--- src/rtl/ram_run_bist_pkg.sv ---
package ram_run_bist_pkg;

  localparam int unsigned TABLE_LEN = 24;
  localparam int unsigned IDX_W     = 5;

  typedef enum logic [1:0] {
    ST_IDLE,
    ST_WRITE,
    ST_READ,
    ST_DRAIN
  } bist_st_e;

  // background byte of table entry idx
  function automatic logic [7:0] step_pat(input int unsigned idx);
    logic [7:0] p;
    case (idx)
      0: p = 8'hAA;
      1: p = 8'h55;
      2: p = 8'hCC;
      3: p = 8'h33;
      4: p = 8'hF0;
      5: p = 8'h0F;
      6: p = 8'hFF;
      7: p = 8'h00;
      default: p = (idx % 2 == 0) ? 8'hFF : 8'h00;
    endcase
    return p;
  endfunction

  // log2 of the run length of table entry idx
  function automatic int unsigned step_log(input int unsigned idx);
    return (idx < 8) ? 0 : ((idx - 8) / 2) + 1;
  endfunction

  // run length in an 8-bit field, 256 encoded as 0
  function automatic logic [7:0] step_run(input int unsigned idx);
    logic [8:0] r;
    r = 9'd1 << step_log(idx);
    return r[7:0];
  endfunction

  // entries whose run fits a memory of 2^aw bytes
  function automatic int unsigned step_count(input int unsigned aw);
    int unsigned n;
    n = 0;
    for (int unsigned i = 0; i < TABLE_LEN; i++)
      if (step_log(i) <= aw) n++;
    return n;
  endfunction

endpackage

--- src/rtl/ram_run_bist_steps.sv ---
module ram_run_bist_steps
  import ram_run_bist_pkg::*;
#(
  parameter int unsigned ADDR_W = 7
) (
  input  logic       clk_i,
  input  logic       rst_ni,
  input  logic       first_i,
  input  logic       next_i,
  output logic [7:0] cur_pat_o,
  output logic [7:0] cur_run_o,
  output logic [7:0] nxt_pat_o,
  output logic [7:0] nxt_run_o,
  output logic       last_o
);

  localparam int unsigned NUM_STEPS = step_count(ADDR_W);

  logic [IDX_W-1:0] idx_q;

  always_ff @(posedge clk_i or negedge rst_ni) begin
    if (!rst_ni)      idx_q <= '0;
    else if (first_i) idx_q <= '0;
    else if (next_i)  idx_q <= idx_q + 1'b1;
  end

  assign cur_pat_o = step_pat(int'(idx_q));
  assign cur_run_o = step_run(int'(idx_q));
  assign nxt_pat_o = step_pat(int'(idx_q) + 1);
  assign nxt_run_o = step_run(int'(idx_q) + 1);
  assign last_o    = (int'(idx_q) == NUM_STEPS - 1);


  idx_range_chk: assert property (@(posedge clk_i) disable iff (!rst_ni)
    int'(idx_q) < NUM_STEPS);

endmodule

--- src/rtl/ram_run_bist_walker.sv ---
module ram_run_bist_walker #(
  parameter int unsigned ADDR_W = 7,
  parameter int unsigned KA_LOG = 5
) (
  input  logic              clk_i,
  input  logic              rst_ni,
  input  logic              load_i,
  input  logic              adv_i,
  input  logic [7:0]        seed_pat_i,
  input  logic [7:0]        seed_run_i,
  output logic [ADDR_W-1:0] addr_o,
  output logic [7:0]        data_o,
  output logic              wrap_o,
  output logic              keepalive_o
);

  localparam int unsigned KA_W = (KA_LOG < ADDR_W) ? KA_LOG : ADDR_W;

  logic [ADDR_W-1:0] addr_q;
  logic [ADDR_W-1:0] addr_nxt;
  logic [7:0]        data_q, cnt_q, run_q;
  logic              ka_q;
  logic              at_top;

  assign addr_nxt = addr_q + 1'b1;
  assign at_top   = (addr_q == '1);
  assign wrap_o   = adv_i && at_top;

  always_ff @(posedge clk_i or negedge rst_ni) begin
    if (!rst_ni) begin
      addr_q <= '0;
      data_q <= '0;
      cnt_q  <= '0;
      run_q  <= '0;
      ka_q   <= 1'b0;
    end else if (load_i) begin
      addr_q <= '0;
      data_q <= seed_pat_i;
      cnt_q  <= seed_run_i;
      run_q  <= seed_run_i;
    end else if (adv_i) begin
      addr_q <= addr_nxt;
      if (addr_nxt[KA_W-1:0] == '0) ka_q <= ~ka_q;
      if (at_top) begin
        // next pass restarts from the table value
        data_q <= seed_pat_i;
        cnt_q  <= seed_run_i;
        run_q  <= seed_run_i;
      end else if (cnt_q == 8'd1) begin
        data_q <= ~data_q;
        cnt_q  <= run_q;
      end else begin
        // a field of 0 wraps to 255 and so spans 256 addresses
        cnt_q <= cnt_q - 8'd1;
      end
    end
  end

  assign addr_o      = addr_q;
  assign data_o      = data_q;
  assign keepalive_o = ka_q;


  ka_align_chk: assert property (@(posedge clk_i) disable iff (!rst_ni)
    (ka_q != $past(ka_q)) |-> (addr_q[KA_W-1:0] == '0));


  addr_step_chk: assert property (@(posedge clk_i) disable iff (!rst_ni)
    (adv_i && !load_i && !at_top) |=> (addr_q != '0));

endmodule

--- src/rtl/ram_run_bist_cmp.sv ---
module ram_run_bist_cmp (
  input  logic       clk_i,
  input  logic       rst_ni,
  input  logic       clear_i,
  input  logic       chk_i,
  input  logic [7:0] exp_i,
  input  logic [7:0] rdata_i,
  output logic       err_o
);

  logic       chk_q;
  logic [7:0] exp_q;
  logic       err_q;
  logic       miss;

  assign miss = chk_q && (rdata_i != exp_q);

  always_ff @(posedge clk_i or negedge rst_ni) begin
    if (!rst_ni) begin
      chk_q <= 1'b0;
      exp_q <= '0;
      err_q <= 1'b0;
    end else begin
      chk_q <= chk_i;
      exp_q <= exp_i;
      if (clear_i)   err_q <= 1'b0;
      else if (miss) err_q <= 1'b1;
    end
  end

  assign err_o = err_q | miss;


  err_sticky_chk: assert property (@(posedge clk_i) disable iff (!rst_ni)
    (err_q && !clear_i) |=> err_q);

endmodule

--- src/rtl/ram_run_bist.sv ---
module ram_run_bist
  import ram_run_bist_pkg::*;
#(
  parameter int unsigned ADDR_W = 7,
  parameter int unsigned KA_LOG = 5
) (
  input  logic              clk_i,
  input  logic              rst_ni,
  input  logic              start_i,
  output logic              busy_o,
  output logic              done_o,
  output logic              fail_o,
  output logic [ADDR_W-1:0] mem_addr_o,
  output logic [7:0]        mem_wdata_o,
  output logic              mem_we_o,
  input  logic [7:0]        mem_rdata_i,
  output logic              keepalive_o
);

  bist_st_e   state_q;
  logic       done_q, fail_q;
  logic       launch, adv, wrap, last_step, err;
  logic [7:0] cur_pat, cur_run, nxt_pat, nxt_run;
  logic [7:0] seed_pat, seed_run, walk_data;

  assign launch = (state_q == ST_IDLE) && start_i;
  assign adv    = (state_q == ST_WRITE) || (state_q == ST_READ);

  always_comb begin
    case (state_q)
      ST_READ:  begin seed_pat = nxt_pat;     seed_run = nxt_run;     end
      ST_WRITE: begin seed_pat = cur_pat;     seed_run = cur_run;     end
      default:  begin seed_pat = step_pat(0); seed_run = step_run(0); end
    endcase
  end

  ram_run_bist_steps #(.ADDR_W(ADDR_W)) u_steps (
    .clk_i     (clk_i),
    .rst_ni    (rst_ni),
    .first_i   (launch),
    .next_i    ((state_q == ST_READ) && wrap && !last_step),
    .cur_pat_o (cur_pat),
    .cur_run_o (cur_run),
    .nxt_pat_o (nxt_pat),
    .nxt_run_o (nxt_run),
    .last_o    (last_step)
  );

  ram_run_bist_walker #(.ADDR_W(ADDR_W), .KA_LOG(KA_LOG)) u_walker (
    .clk_i       (clk_i),
    .rst_ni      (rst_ni),
    .load_i      (launch),
    .adv_i       (adv),
    .seed_pat_i  (seed_pat),
    .seed_run_i  (seed_run),
    .addr_o      (mem_addr_o),
    .data_o      (walk_data),
    .wrap_o      (wrap),
    .keepalive_o (keepalive_o)
  );

  ram_run_bist_cmp u_cmp (
    .clk_i   (clk_i),
    .rst_ni  (rst_ni),
    .clear_i (launch),
    .chk_i   (state_q == ST_READ),
    .exp_i   (walk_data),
    .rdata_i (mem_rdata_i),
    .err_o   (err)
  );

  always_ff @(posedge clk_i or negedge rst_ni) begin
    if (!rst_ni) begin
      state_q <= ST_IDLE;
      done_q  <= 1'b0;
      fail_q  <= 1'b0;
    end else begin
      done_q <= 1'b0;
      case (state_q)
        ST_IDLE: if (start_i) begin
          state_q <= ST_WRITE;
          fail_q  <= 1'b0;
        end
        ST_WRITE: if (wrap) state_q <= ST_READ;
        ST_READ:  if (wrap) state_q <= last_step ? ST_DRAIN : ST_WRITE;
        default: begin
          // last read byte is compared in this cycle
          state_q <= ST_IDLE;
          done_q  <= 1'b1;
          fail_q  <= err;
        end
      endcase
    end
  end

  assign busy_o      = (state_q != ST_IDLE);
  assign done_o      = done_q;
  assign fail_o      = fail_q;
  assign mem_we_o    = (state_q == ST_WRITE);
  assign mem_wdata_o = walk_data;


  done_busy_chk: assert property (@(posedge clk_i) disable iff (!rst_ni)
    done_o |-> !busy_o);


  done_pulse_chk: assert property (@(posedge clk_i) disable iff (!rst_ni)
    done_o |=> !done_o);


  we_busy_chk: assert property (@(posedge clk_i) disable iff (!rst_ni)
    mem_we_o |-> busy_o);


  start_ignored_chk: assert property (@(posedge clk_i) disable iff (!rst_ni)
    (busy_o && state_q != ST_DRAIN) |=> busy_o);


  fail_hold_chk: assert property (@(posedge clk_i) disable iff (!rst_ni)
    (!busy_o && !start_i) |=> $stable(fail_o));

endmodule

--- config.mk ---
export PLATFORM = sky130hd
export DESIGN_NAME = ram_run_bist
export DESIGN_NICKNAME = d
export VERILOG_FILES = /design/src/rtl/ram_run_bist_pkg.sv /design/src/rtl/ram_run_bist_steps.sv /design/src/rtl/ram_run_bist_walker.sv /design/src/rtl/ram_run_bist_cmp.sv /design/src/rtl/ram_run_bist.sv
export SDC_FILE = /design/constraint.sdc
export NUM_CORES = 1
export LEC_CHECK = 0
export BUFFER_PORTS_ARGS = -buffer_cell sky130_fd_sc_hd__buf_4
export CAP_MARGIN = 20
export CORE_MARGIN = 5
export CORE_UTILIZATION = 40
export CTS_BUF_LIST = sky130_fd_sc_hd__clkbuf_16
export CTS_CLUSTER_DIAMETER = 120
export DETAILED_ROUTE_END_ITERATION = 12
export SETUP_SLACK_MARGIN = 0.5
export SYNTH_ARGS = -nofsm -noshare
export SYNTH_HDL_FRONTEND = slang
export SYNTH_SLANG_ARGS = --single-unit
--- constraint.sdc ---
create_clock -name clk_i -period 3.3 [get_ports clk_i]
set_clock_uncertainty 0.05 [all_clocks]
set_input_delay 0.495 -clock clk_i [delete_from_list [all_inputs] [get_ports clk_i]]
set_output_delay 0.495 -clock clk_i [all_outputs]
set_load 0.005 [all_outputs]
==> impl_metrics.xml, run 1 <==
<?xml version="1.0" encoding="UTF-8"?>
<metrics>
  <group name="clock_network">
    <metric name="clock-sinks" unit="">51</metric>
    <metric name="clkSlewWorstSetupHoldPaths" unit="ns">0.07</metric>
    <metric name="h-tree-depth" unit="">2</metric>
    <metric name="tritoncts_clock_tree" unit="">built</metric>
    <metric name="insertion_delay" unit="ns">0.29</metric>
    <metric name="cts_buffers" unit="">5</metric>
    <metric name="cts_root_buf" unit="">clkbuf_16</metric>
    <metric name="clock_tree.buffer_depth" unit="">2</metric>
  </group>
  <group name="drt">
    <metric name="via_density_per_instance" unit="">5.78</metric>
    <metric name="detailedRoute.firstPassIterationCount" unit="">5</metric>
    <metric name="vias" unit="">3313</metric>
    <metric name="drt_iter0_markers" unit="">285</metric>
    <metric name="route.detailed.drc" unit="">0</metric>
    <metric name="routedWlPerCell" unit="µm">17.2</metric>
    <metric name="drtAntennaViolNets" unit="">0</metric>
    <metric name="postRouteWirelength" unit="µm">9850</metric>
  </group>
  <group name="synth">
    <metric name="synth_flop_cell" unit="">dfrtp_1</metric>
    <metric name="synth_top_cells_by_area" unit="">dfrtp_1 36%, ha_1 7.0%, o21ai_0 5.9%, nor2_1 5.6%, nand2_1 4.8%</metric>
    <metric name="synth-seq-area-share" unit="%">35.7</metric>
    <metric name="post-synth-top-area-cell" unit="">dfrtp_1</metric>
    <metric name="post-synth-top-area-fraction" unit="%">35.7</metric>
    <metric name="yosysMostFrequentCell" unit="">nor2_1</metric>
    <metric name="synth_common_cells" unit="">53 x nor2_1, 51 x dfrtp_1, 46 x nand2_1</metric>
    <metric name="synth_nets" unit="">462</metric>
    <metric name="synth.lib_cells_used.distinct" unit="">59</metric>
    <metric name="netlist_instances" unit="">431</metric>
    <metric name="synth_edf_count" unit="">0</metric>
    <metric name="mean_instance_size_in_the_synthesized_netlist" unit="µm²">8.30</metric>
    <metric name="synthesis.area" unit="mm²">0.00358</metric>
    <metric name="ys_async_sr_fraction" unit="%">100</metric>
    <metric name="synth.yosys.warnings" unit="">0</metric>
    <metric name="synth-seq-cells" unit="">51</metric>
  </group>
  <group name="grt">
    <metric name="first_global_vias" unit="">3135</metric>
    <metric name="overflow" unit="">0</metric>
    <metric name="grt_start_max_net_pins" unit="">52</metric>
    <metric name="initial_antenna_violation_count" unit="">0</metric>
    <metric name="grtUsageTotal" unit="%">17.8</metric>
    <metric name="grt_first_pass_wirelength" unit="µm">16300</metric>
  </group>
  <group name="pwr">
    <metric name="internal_portion_of_total_power" unit="µW">1800</metric>
    <metric name="p_comb_share" unit="%">43.3</metric>
    <metric name="power_leakage" unit="µW">0.00183</metric>
    <metric name="power_switching_share" unit="%">39.8</metric>
    <metric name="irDropWorstVdd" unit="mV">0.360</metric>
    <metric name="netSwitchingPower" unit="µW">1190</metric>
    <metric name="pd_cells" unit="mW/mm²">713</metric>
    <metric name="clkPwrFrac" unit="%">23.1</metric>
    <metric name="power.share.sequential" unit="%">33.6</metric>
  </group>
  <group name="timing">
    <metric name="finalCriticalPeriod" unit="ns">2.76</metric>
    <metric name="worst_margin_slew" unit="ns">0.702</metric>
    <metric name="setup-violations-final" unit="">0</metric>
    <metric name="grt_setup_unrepaired" unit="">yes</metric>
    <metric name="timing.hold.ws" unit="ns">0.173</metric>
    <metric name="final_max_slew_viol_count" unit="">0</metric>
    <metric name="relative_slew_slack" unit="%">52.9</metric>
    <metric name="fmaxAchievable" unit="GHz">0.362</metric>
    <metric name="timing.final.hold_violations" unit="">0</metric>
    <metric name="setup_tns" unit="ns">0</metric>
    <metric name="final.period_utilization" unit="%">83.7</metric>
  </group>
  <group name="setup_path">
    <metric name="timing.critical_path.required" unit="ns">3.42</metric>
    <metric name="cp_data_arrival_time" unit="ns">2.88</metric>
    <metric name="critical_path_class" unit="">flip-flop to flip-flop</metric>
    <metric name="timing.critical_path.cells" unit="">ha_1 -&gt; and2_1 -&gt; nor3_2 -&gt; a21oi_1 -&gt; o21ai_0 -&gt; ha_1 -&gt; nor3b_2 -&gt; nand2_1 -&gt; o2111ai_1 -&gt; a22o_1 -&gt; o31ai_1</metric>
    <metric name="reg2reg_depth" unit="">11</metric>
    <metric name="end_kind" unit="">flip-flop</metric>
    <metric name="worst_path_max_delay_cell" unit="">dfrtp_2</metric>
    <metric name="critical_path.most_common_cell" unit="">ha_1</metric>
    <metric name="peak_per_stage_delay_on_the_critical_path" unit="ns">0.43</metric>
    <metric name="top_fanout_value_on_the_critical_path" unit="">4</metric>
    <metric name="critical_path.startpoint_type" unit="">flip-flop</metric>
  </group>
  <group name="die">
    <metric name="ioPinCount" unit="">31</metric>
    <metric name="die_height" unit="µm">105</metric>
    <metric name="floorplan.rows" unit="">34</metric>
    <metric name="core_region_area" unit="mm²">0.00872</metric>
    <metric name="die_w" unit="µm">105</metric>
    <metric name="initial_utilization" unit="%">41.0</metric>
    <metric name="full_die_area" unit="mm²">0.0109</metric>
  </group>
  <group name="finish">
    <metric name="fill_cells" unit="">834</metric>
    <metric name="final_cell_count_no_fill" unit="">573</metric>
    <metric name="postLayoutCoreUtil" unit="%">48.1</metric>
    <metric name="n_antenna_cell" unit="">0</metric>
    <metric name="final_layout_size_suffix_gt1_share" unit="%">15.3</metric>
    <metric name="area_growth" unit="%">17.3</metric>
    <metric name="nets" unit="">495</metric>
  </group>
  <group name="run">
    <metric name="maxCapViolCount" unit="">0</metric>
  </group>
  <group name="placement">
    <metric name="placedCellCount" unit="">560</metric>
    <metric name="hpwl" unit="µm">7230</metric>
    <metric name="port_buffers" unit="">30</metric>
    <metric name="globalplace.congestion" unit="">0.957</metric>
  </group>
  <group name="min_path">
    <metric name="min_path_type" unit="">input port to asynchronous set/reset pin</metric>
  </group>
  <group name="outcome">
    <metric name="status" unit="">complete, no violations</metric>
  </group>
</metrics>
[stage by stage]
| stage | instance area, µm² | setup WS [ns] | power [µW] |
|---|---|---|---|
| finish | 4200 | 0.540 | 2990 |
| global placement | 3910 | 0.530 | 2270 |
| global route | 4200 | 0.398 | 3220 |
| detailed placement | 3910 | 0.482 | 2310 |
| CTS | 4120 | 0.529 | 3010 |
| floorplan | 3580 | 0.724 | 1810 |
[area by class of cell]
type / count / area [µm²] / share of cell area [%]
timing repair buffer: 43 / 327 / 7.78
tap: 108 / 135 / 3.22
sequential: 51 / 1280 / 30.5
clock inverter: 3 / 71.3 / 1.70
multi-input combinational: 347 / 2200 / 52.4
inverter: 16 / 60.1 / 1.43
clock buffer: 5 / 125 / 2.98
[placed cells by master, fill, tap and decap left out, types with 5 or more instances in the layout]
cell,synthesis,routed
o31ai_1,7,7
a22o_1,7,7
nor3_1,10,9
xnor2_1,8,7
o21a_1,5,5
dfrtp_1,51,49
ha_1,20,18
a21oi_1,27,27
nor2_1,53,52
nand2_1,46,46
and2_1,6,6
a31oi_1,9,8
nand3_1,15,15
o21ai_0,42,37
clkbuf_16,0,5
nor4_1,5,5
nand4_1,6,6
inv_1,16,16
buf_4,2,42
nor2b_1,7,7
nand3b_1,5,5
or3_1,5,5
xor2_1,14,14
[final timing paths]
path                                                      from                       endpoint  slack, ns
worst max register to register    u_steps.idx_q[0]$_DFFE_PN0P_  u_walker.cnt_q[6]$_DFFE_PN0P_       0.54
worst max-delay path              u_steps.idx_q[0]$_DFFE_PN0P_  u_walker.cnt_q[6]$_DFFE_PN0P_       0.54
worst min register to register  u_walker.data_o[3]$_DFFE_PN0P_       u_cmp.exp_q[3]$_DFF_PN0_       0.40
max in group asynchronous                               rst_ni   u_steps.idx_q[0]$_DFFE_PN0P_       2.58
min in group clk_i              u_walker.data_o[3]$_DFFE_PN0P_       u_cmp.exp_q[3]$_DFF_PN0_       0.40
worst min-delay path                                    rst_ni               done_o$_DFF_PN0_       0.17
[registers in the layout, summed over array words and instances, names as in the netlist]
register / count
u_cmp.exp_q: 8
u_walker.cnt_q: 8
u_walker.data_o: 8
u_walker.run_q: 8
u_walker.addr_o: 7
u_steps.idx_q: 5
state_q: 2
done_o: 1
fail_o: 1
u_cmp.chk_q: 1
u_cmp.err_q: 1
u_walker.keepalive_o: 1
[routing by layer]
layer	share of wire, %	track usage, %	up-vias
li1	-	-	1608
met1	47	25.5	1590
met2	47	28.4	102
met3	4.8	2.53	13
met4	1.3	4.53	0
met5	0	0	-
[kinds of logic after synthesis]
kind of cell	count (synthesis)	share of synthesized area, %
xor+xnor	23	5.84
buf+inv	33	4.02
fa+ha+maj	20	7.00
compound gates	126	22.7
flops	51	35.7
mux	5	1.43
simple gates	173	23.4
[worst max-delay path: cells and delay by family, from the launching register on]
kind | cells | cell delay [ns]
AO/OA/AOI/OAI | 5 | 0.95
flip-flops | 1 | 0.43
AND/OR/NAND/NOR | 4 | 0.67
adder cells (fa/ha/maj) | 2 | 0.52
[repair_timing]
| action | CTS | global route |
|---|---|---|
| buffers inserted | 0 | 5 |
| pin swaps | 1 | 6 |
| hold buffers | 0 | 0 |
| resized for setup | 3 | 15 |
| endpoints found under the setup margin | 3 | 24 |
[power groups by stage]
stage               Combinational [µW]  Sequential, µW  Clock [µW]
CTS                               1290            1010         708
detailed placement                1290            1020           0
global route                      1450            1030         735
floorplan                          847             965           0
global placement                  1260            1010           0
finish                            1300            1010         691
(Power assumes the default switching activity.)
==> inputs of run 2 (changes only) <==
==> constraint.sdc (replaced) <==
create_clock -name clk_i -period 2.8 [get_ports clk_i]
set_clock_uncertainty 0.05 [all_clocks]
set_input_delay 0.42 -clock clk_i [delete_from_list [all_inputs] [get_ports clk_i]]
set_output_delay 0.42 -clock clk_i [all_outputs]
set_load 0.005 [all_outputs]
==> run 2 against run 1 <==
Core utilization increased by 3.6 points. Sequential power increased by 18%. Setup slack got worse by 0.21 ns. Final area increased by 7.4%. Cell count increased by 2.4%. Combinational power increased by 25%. Highest routed layer unchanged. Critical path depth decreased by 3. Clock-buffer cell count unchanged. Global-route usage increased by 0.39 points. Die area unchanged. Register-to-register slack got worse by 0.21 ns.
==> impl_metrics.xml, run 2 (synthesized netlist as in run 1, its figures left out) <==
<?xml version="1.0" encoding="UTF-8"?>
<metrics>
  <group name="finish">
    <metric name="mostFrequentLayoutCell" unit="">buf_4</metric>
    <metric name="most-common-layout-cells" unit="">55 x buf_4, 49 x nor2_1, 48 x dfrtp_1</metric>
    <metric name="n_antenna_cell" unit="">0</metric>
    <metric name="final_layout_size_suffix_gt1_share" unit="%">23.6</metric>
    <metric name="nets" unit="">509</metric>
    <metric name="area_growth" unit="%">26.0</metric>
  </group>
  <group name="min_path">
    <metric name="min_path_type" unit="">input port to asynchronous set/reset pin</metric>
  </group>
  <group name="placement">
    <metric name="globalplace.congestion" unit="">0.930</metric>
    <metric name="port_buffers" unit="">30</metric>
    <metric name="hpwl" unit="µm">7410</metric>
    <metric name="worst_slack_at_placement" unit="ns">0.0957</metric>
  </group>
  <group name="die">
    <metric name="initial_utilization" unit="%">41.0</metric>
    <metric name="core_region_area" unit="mm²">0.00872</metric>
    <metric name="ioPinCount" unit="">31</metric>
    <metric name="floorplan.rows" unit="">34</metric>
    <metric name="die_height" unit="µm">105</metric>
    <metric name="full_die_area" unit="mm²">0.0109</metric>
    <metric name="die_w" unit="µm">105</metric>
  </group>
  <group name="clock_network">
    <metric name="clock-sinks" unit="">51</metric>
    <metric name="clkSlewWorstSetupHoldPaths" unit="ns">0.07</metric>
    <metric name="clock_tree.buffer_depth" unit="">2</metric>
    <metric name="cts_buffers" unit="">5</metric>
    <metric name="cts_root_buf" unit="">clkbuf_16</metric>
    <metric name="hold_buffers" unit="">0</metric>
    <metric name="h-tree-depth" unit="">2</metric>
    <metric name="tritoncts_clock_tree" unit="">built</metric>
    <metric name="insertion_delay" unit="ns">0.29</metric>
  </group>
  <group name="pwr">
    <metric name="pd_cells" unit="mW/mm²">804</metric>
    <metric name="power_leakage" unit="µW">0.00194</metric>
    <metric name="irDropWorstVdd" unit="mV">0.440</metric>
  </group>
  <group name="timing">
    <metric name="finalCriticalPeriod" unit="ns">2.47</metric>
    <metric name="fmaxAchievable" unit="GHz">0.404</metric>
    <metric name="setup-violations-final" unit="">0</metric>
    <metric name="final_max_slew_viol_count" unit="">0</metric>
    <metric name="worst_margin_slew" unit="ns">0.639</metric>
    <metric name="timing.final.hold_violations" unit="">0</metric>
    <metric name="final.period_utilization" unit="%">88.3</metric>
    <metric name="relative_slew_slack" unit="%">57.4</metric>
    <metric name="layout_setup_ws" unit="ns">0.326</metric>
    <metric name="grt_setup_unrepaired" unit="">yes</metric>
    <metric name="setup_tns" unit="ns">0</metric>
  </group>
  <group name="run">
    <metric name="maxCapViolCount" unit="">0</metric>
  </group>
  <group name="drt">
    <metric name="drt_iter0_markers" unit="">274</metric>
    <metric name="drtAntennaViolNets" unit="">0</metric>
    <metric name="via_density_per_instance" unit="">5.77</metric>
    <metric name="postRouteWirelength" unit="µm">10100</metric>
    <metric name="routedWlPerCell" unit="µm">17.2</metric>
    <metric name="route.detailed.drc" unit="">0</metric>
    <metric name="vias" unit="">3386</metric>
    <metric name="detailedRoute.firstPassIterationCount" unit="">4</metric>
  </group>
  <group name="setup_path">
    <metric name="end_kind" unit="">flip-flop</metric>
    <metric name="cp_data_arrival_time" unit="ns">2.62</metric>
    <metric name="top_fanout_value_on_the_critical_path" unit="">23</metric>
    <metric name="timing.critical_path.required" unit="ns">2.95</metric>
    <metric name="critical_path_class" unit="">flip-flop to flip-flop</metric>
    <metric name="r2r_slack" unit="ns">0.33</metric>
    <metric name="critical_path.startpoint_type" unit="">flip-flop</metric>
  </group>
  <group name="grt">
    <metric name="grtUsageTotal" unit="%">18.2</metric>
    <metric name="initial_antenna_violation_count" unit="">0</metric>
    <metric name="overflow" unit="">0</metric>
    <metric name="grt_first_pass_wirelength" unit="µm">16300</metric>
    <metric name="grt_start_max_net_pins" unit="">52</metric>
    <metric name="first_global_vias" unit="">3089</metric>
  </group>
  <group name="outcome">
    <metric name="status" unit="">complete, no violations</metric>
  </group>
</metrics>
-- run 2: per-stage QoR --
step                cells  power (µW)  cell area [µm²]  hold WS, ns  utilization [%]
global route          587        3880             4510        0.159             51.7
floorplan             431        2140             3650       0.0744                -
finish                587        3630             4510       0.0914             51.7
detailed placement    570        2790             4050        0.381             46.5
global placement      570        2760             4050        0.381             46.5
CTS                   582        3620             4380        0.126             50.2
-- run 2: path summary, 6_finish.rpt --
path / start / endpoint / cells after the start
worst max-delay path: u_steps.idx_q[2]$_DFFE_PN0P_ / u_walker.run_q[6]$_DFFE_PN0P_ / 8
worst min-delay path: rst_ni / u_walker.addr_o[3]$_DFFE_PN0P_ / 1
worst max register to register: u_steps.idx_q[2]$_DFFE_PN0P_ / u_walker.run_q[6]$_DFFE_PN0P_ / 8
worst min register to register: u_walker.data_o[5]$_DFFE_PN0P_ / u_cmp.exp_q[5]$_DFF_PN0_ / 0
max in group asynchronous: rst_ni / u_steps.idx_q[3]$_DFFE_PN0P_ / 1
min in group clk_i: u_walker.data_o[5]$_DFFE_PN0P_ / u_cmp.exp_q[5]$_DFF_PN0_ / 0
-- run 2: repair_timing --
| item | 4_1_cts | 5_1_grt |
|---|---|---|
| pin swaps | 9 | 12 |
| endpoints found under the setup margin | 23 | 26 |
| gates cloned | 0 | 0 |
| resized for setup | 26 | 19 |
| buffers inserted | 4 | 5 |
-- run 2: worst max-delay path, cell delays in order, from the launching register on --
cell,delay (ns)
dfrtp_1,0.43
buf_8,0.18
xor2_2,0.32
ha_2,0.30
inv_1,0.07
o32ai_2,0.32
o211a_1,0.22
nand3b_1,0.18
o31ai_1,0.29
-- run 2: power by group --
group	internal [µW]	switching, µW	total, µW
logic	702	929	1630
registers	956	229	1190
clock network	519	292	810
-- run 2: final cells by class --
class                           count  area [µm²]
Fill cell                         796        4210
Tap cell                          108         135
Multi-Input combinational cell    347        2400
Sequential cell                    51        1280
Clock inverter                      3        71.3
Clock buffer                        5         125
Inverter                           16        60.1
Timing Repair Buffer               57         439
-- run 2: routing by layer --
metal,GRT usage (%),part of all wire (%)
met1,25.1,45
met2,29.0,48
met5,0,0
met4,6.01,1.9
met3,3.21,5.4
==> inputs of run 3 (changes only) <==
--- a/config.mk
+++ b/config.mk
@@ -9,7 +9,7 @@
 export CAP_MARGIN = 20
 export CORE_MARGIN = 5
 export CORE_UTILIZATION = 40
-export CTS_BUF_LIST = sky130_fd_sc_hd__clkbuf_16
+export CTS_BUF_LIST = sky130_fd_sc_hd__clkbuf_4 sky130_fd_sc_hd__clkbuf_8
 export CTS_CLUSTER_DIAMETER = 120
 export DETAILED_ROUTE_END_ITERATION = 12
 export SETUP_SLACK_MARGIN = 0.5
==> run 3 against run 2 <==
Cell count grew 1.4%. Clock-buffer cell count is the same. Largest power group unchanged. Worst hold slack lost 0.019 ns. Sequential power is essentially flat. Routed wire length grew 2.5%. Final area grew 0.36%. Setup slack lost 0.025 ns. Non-clock buffer count grew 8. Register-to-register slack lost 0.02 ns. Global-route usage shrank 0.15 points.
==> impl_metrics.xml, run 3 (synthesized netlist as in run 1, its figures left out) <==
<?xml version="1.0" encoding="UTF-8"?>
<metrics>
  <group name="timing">
    <metric name="fmaxAchievable" unit="GHz">0.400</metric>
    <metric name="finalCriticalPeriod" unit="ns">2.50</metric>
    <metric name="setup-violations-final" unit="">0</metric>
    <metric name="timing.final.hold_violations" unit="">0</metric>
    <metric name="setup_tns" unit="ns">0</metric>
    <metric name="final_max_slew_viol_count" unit="">0</metric>
    <metric name="worst_margin_slew" unit="ns">0.656</metric>
    <metric name="grt_setup_unrepaired" unit="">yes</metric>
    <metric name="relative_slew_slack" unit="%">56.0</metric>
    <metric name="final.period_utilization" unit="%">89.2</metric>
  </group>
  <group name="clock_network">
    <metric name="cts_buffers" unit="">5</metric>
    <metric name="cts_root_buf" unit="">clkbuf_8</metric>
    <metric name="h-tree-depth" unit="">2</metric>
    <metric name="hold_buffers" unit="">0</metric>
    <metric name="clkSlewWorstSetupHoldPaths" unit="ns">0.10</metric>
    <metric name="insertion_delay" unit="ns">0.31</metric>
    <metric name="clock-sinks" unit="">51</metric>
    <metric name="tritoncts_clock_tree" unit="">built</metric>
    <metric name="clock_tree.buffer_depth" unit="">2</metric>
  </group>
  <group name="grt">
    <metric name="grt_start_max_net_pins" unit="">52</metric>
    <metric name="overflow" unit="">0</metric>
    <metric name="first_global_vias" unit="">3112</metric>
    <metric name="grtUsageTotal" unit="%">18.1</metric>
    <metric name="initial_antenna_violation_count" unit="">0</metric>
    <metric name="grt_first_pass_wirelength" unit="µm">16200</metric>
  </group>
  <group name="drt">
    <metric name="via_density_per_instance" unit="">5.84</metric>
    <metric name="drtAntennaViolNets" unit="">0</metric>
    <metric name="vias" unit="">3477</metric>
    <metric name="detailedRoute.firstPassIterationCount" unit="">5</metric>
    <metric name="route.detailed.drc" unit="">0</metric>
    <metric name="postRouteWirelength" unit="µm">10400</metric>
    <metric name="routedWlPerCell" unit="µm">17.4</metric>
    <metric name="drt_iter0_markers" unit="">325</metric>
  </group>
  <group name="finish">
    <metric name="most-common-layout-cells" unit="">60 x buf_4, 48 x nor2_1, 48 x dfrtp_1</metric>
    <metric name="mostFrequentLayoutCell" unit="">buf_4</metric>
    <metric name="n_antenna_cell" unit="">0</metric>
    <metric name="final_layout_size_suffix_gt1_share" unit="%">26.1</metric>
    <metric name="final_design_area_no_fill" unit="mm²">0.00452</metric>
    <metric name="area_growth" unit="%">26.5</metric>
    <metric name="nets" unit="">517</metric>
  </group>
  <group name="run">
    <metric name="maxCapViolCount" unit="">0</metric>
  </group>
  <group name="die">
    <metric name="initial_utilization" unit="%">41.0</metric>
    <metric name="ioPinCount" unit="">31</metric>
    <metric name="die_w" unit="µm">105</metric>
    <metric name="full_die_area" unit="mm²">0.0109</metric>
    <metric name="floorplan.rows" unit="">34</metric>
    <metric name="die_height" unit="µm">105</metric>
    <metric name="core_region_area" unit="mm²">0.00872</metric>
  </group>
  <group name="setup_path">
    <metric name="critical_path.startpoint_type" unit="">flip-flop</metric>
    <metric name="peak_per_stage_delay_on_the_critical_path" unit="ns">0.47</metric>
    <metric name="path_buf_inv" unit="">2</metric>
    <metric name="timing.critical_path.required" unit="ns">2.97</metric>
    <metric name="critical-path-top-delay-family" unit="">compound AO/OA/AOI/OAI gates</metric>
    <metric name="cp_data_arrival_time" unit="ns">2.67</metric>
    <metric name="critical_path_class" unit="">flip-flop to flip-flop</metric>
    <metric name="worst_path_max_delay_cell" unit="">dfrtp_2</metric>
    <metric name="top_fanout_value_on_the_critical_path" unit="">5</metric>
    <metric name="end_kind" unit="">flip-flop</metric>
    <metric name="timing.critical_path.cells" unit="">buf_4 -&gt; inv_1 -&gt; ha_2 -&gt; ha_1 -&gt; a2111oi_2 -&gt; o211a_1 -&gt; nand3b_1 -&gt; o31ai_1</metric>
  </group>
  <group name="pwr">
    <metric name="power.share.sequential" unit="%">34.2</metric>
    <metric name="clkPwrFrac" unit="%">18.3</metric>
    <metric name="netSwitchingPower" unit="µW">1430</metric>
    <metric name="pd_cells" unit="mW/mm²">765</metric>
    <metric name="power_leakage" unit="µW">0.00196</metric>
    <metric name="p_comb_share" unit="%">47.6</metric>
    <metric name="irDropWorstVdd" unit="mV">0.427</metric>
    <metric name="power_switching_share" unit="%">41.4</metric>
    <metric name="internal_portion_of_total_power" unit="µW">2030</metric>
  </group>
  <group name="placement">
    <metric name="placedInstanceArea" unit="mm²">0.00405</metric>
    <metric name="hpwl" unit="µm">7410</metric>
    <metric name="port_buffers" unit="">30</metric>
    <metric name="globalplace.congestion" unit="">0.930</metric>
  </group>
  <group name="min_path">
    <metric name="min_path_type" unit="">input port to asynchronous set/reset pin</metric>
  </group>
  <group name="outcome">
    <metric name="status" unit="">complete, no violations</metric>
  </group>
</metrics>
run 3: per-layer routing:
layer	wire length [µm]	track usage, %	part of all wire, %	vias to the layer above
met4	252	6.01	2.4	0
met1	4680	25.0	45	1663
met2	4830	28.8	47	130
li1	-	-	-	1661
met5	0	0	0	-
met3	611	3.02	5.9	23
run 3: timing repair:
| item | in CTS | in global routing |
|---|---|---|
| pin swaps | 9 | 7 |
| gates resized for setup | 24 | 28 |
| setup endpoints to repair | 23 | 26 |
| buffers inserted | 4 | 13 |
run 3: path summary, 6_finish.rpt:
check                                          startpoint                        endpoint  slack (ns)  cells after the start
min                                                rst_ni  u_walker.addr_o[3]$_DFFE_PN0P_        0.07                      1
max in group asynchronous                          rst_ni    u_steps.idx_q[1]$_DFFE_PN0P_        2.17                      1
max                          u_steps.idx_q[1]$_DFFE_PN0P_   u_walker.run_q[6]$_DFFE_PN0P_        0.30                      8
max reg2reg                  u_steps.idx_q[1]$_DFFE_PN0P_   u_walker.run_q[6]$_DFFE_PN0P_        0.30                      8
min in group clk_i         u_walker.data_o[5]$_DFFE_PN0P_        u_cmp.exp_q[5]$_DFF_PN0_        0.40                      0
min reg2reg                u_walker.data_o[5]$_DFFE_PN0P_        u_cmp.exp_q[5]$_DFF_PN0_        0.40                      0
run 3: final cells by class:
| cell class | count | area, µm² |
|---|---|---|
| fillers | 790 | 4200 |
| multi-input cells | 347 | 2400 |
| flip-flops and latches | 51 | 1280 |
| repair buffers | 65 | 504 |
| well taps | 108 | 135 |
| clock inverters | 3 | 71.3 |
| clock buffers | 5 | 68.8 |
| inverters | 16 | 60.1 |
run 3: power groups by stage:
stage	Sequential (µW)	Combinational [µW]	Clock, µW
final	1180	1650	632
after CTS	1180	1610	644
after global placement	1190	1570	0
after floorplan	1140	998	0
after global routing	1220	1840	664
after detailed placement	1200	1600	0
run 3: stage by stage:
stage / std cells / utilization (%) / hold WS, ns / total power [µW] / setup slack [ns]
floorplan: 431 / - / 0.0744 / 2140 / 0.398
global placement: 570 / 46.5 / 0.381 / 2760 / 0.191
detailed placement: 570 / 46.5 / 0.381 / 2790 / 0.0957
CTS: 582 / 49.5 / 0.0995 / 3440 / 0.357
global route: 595 / 51.9 / 0.129 / 3720 / 0.164
finish: 595 / 51.9 / 0.0725 / 3460 / 0.302
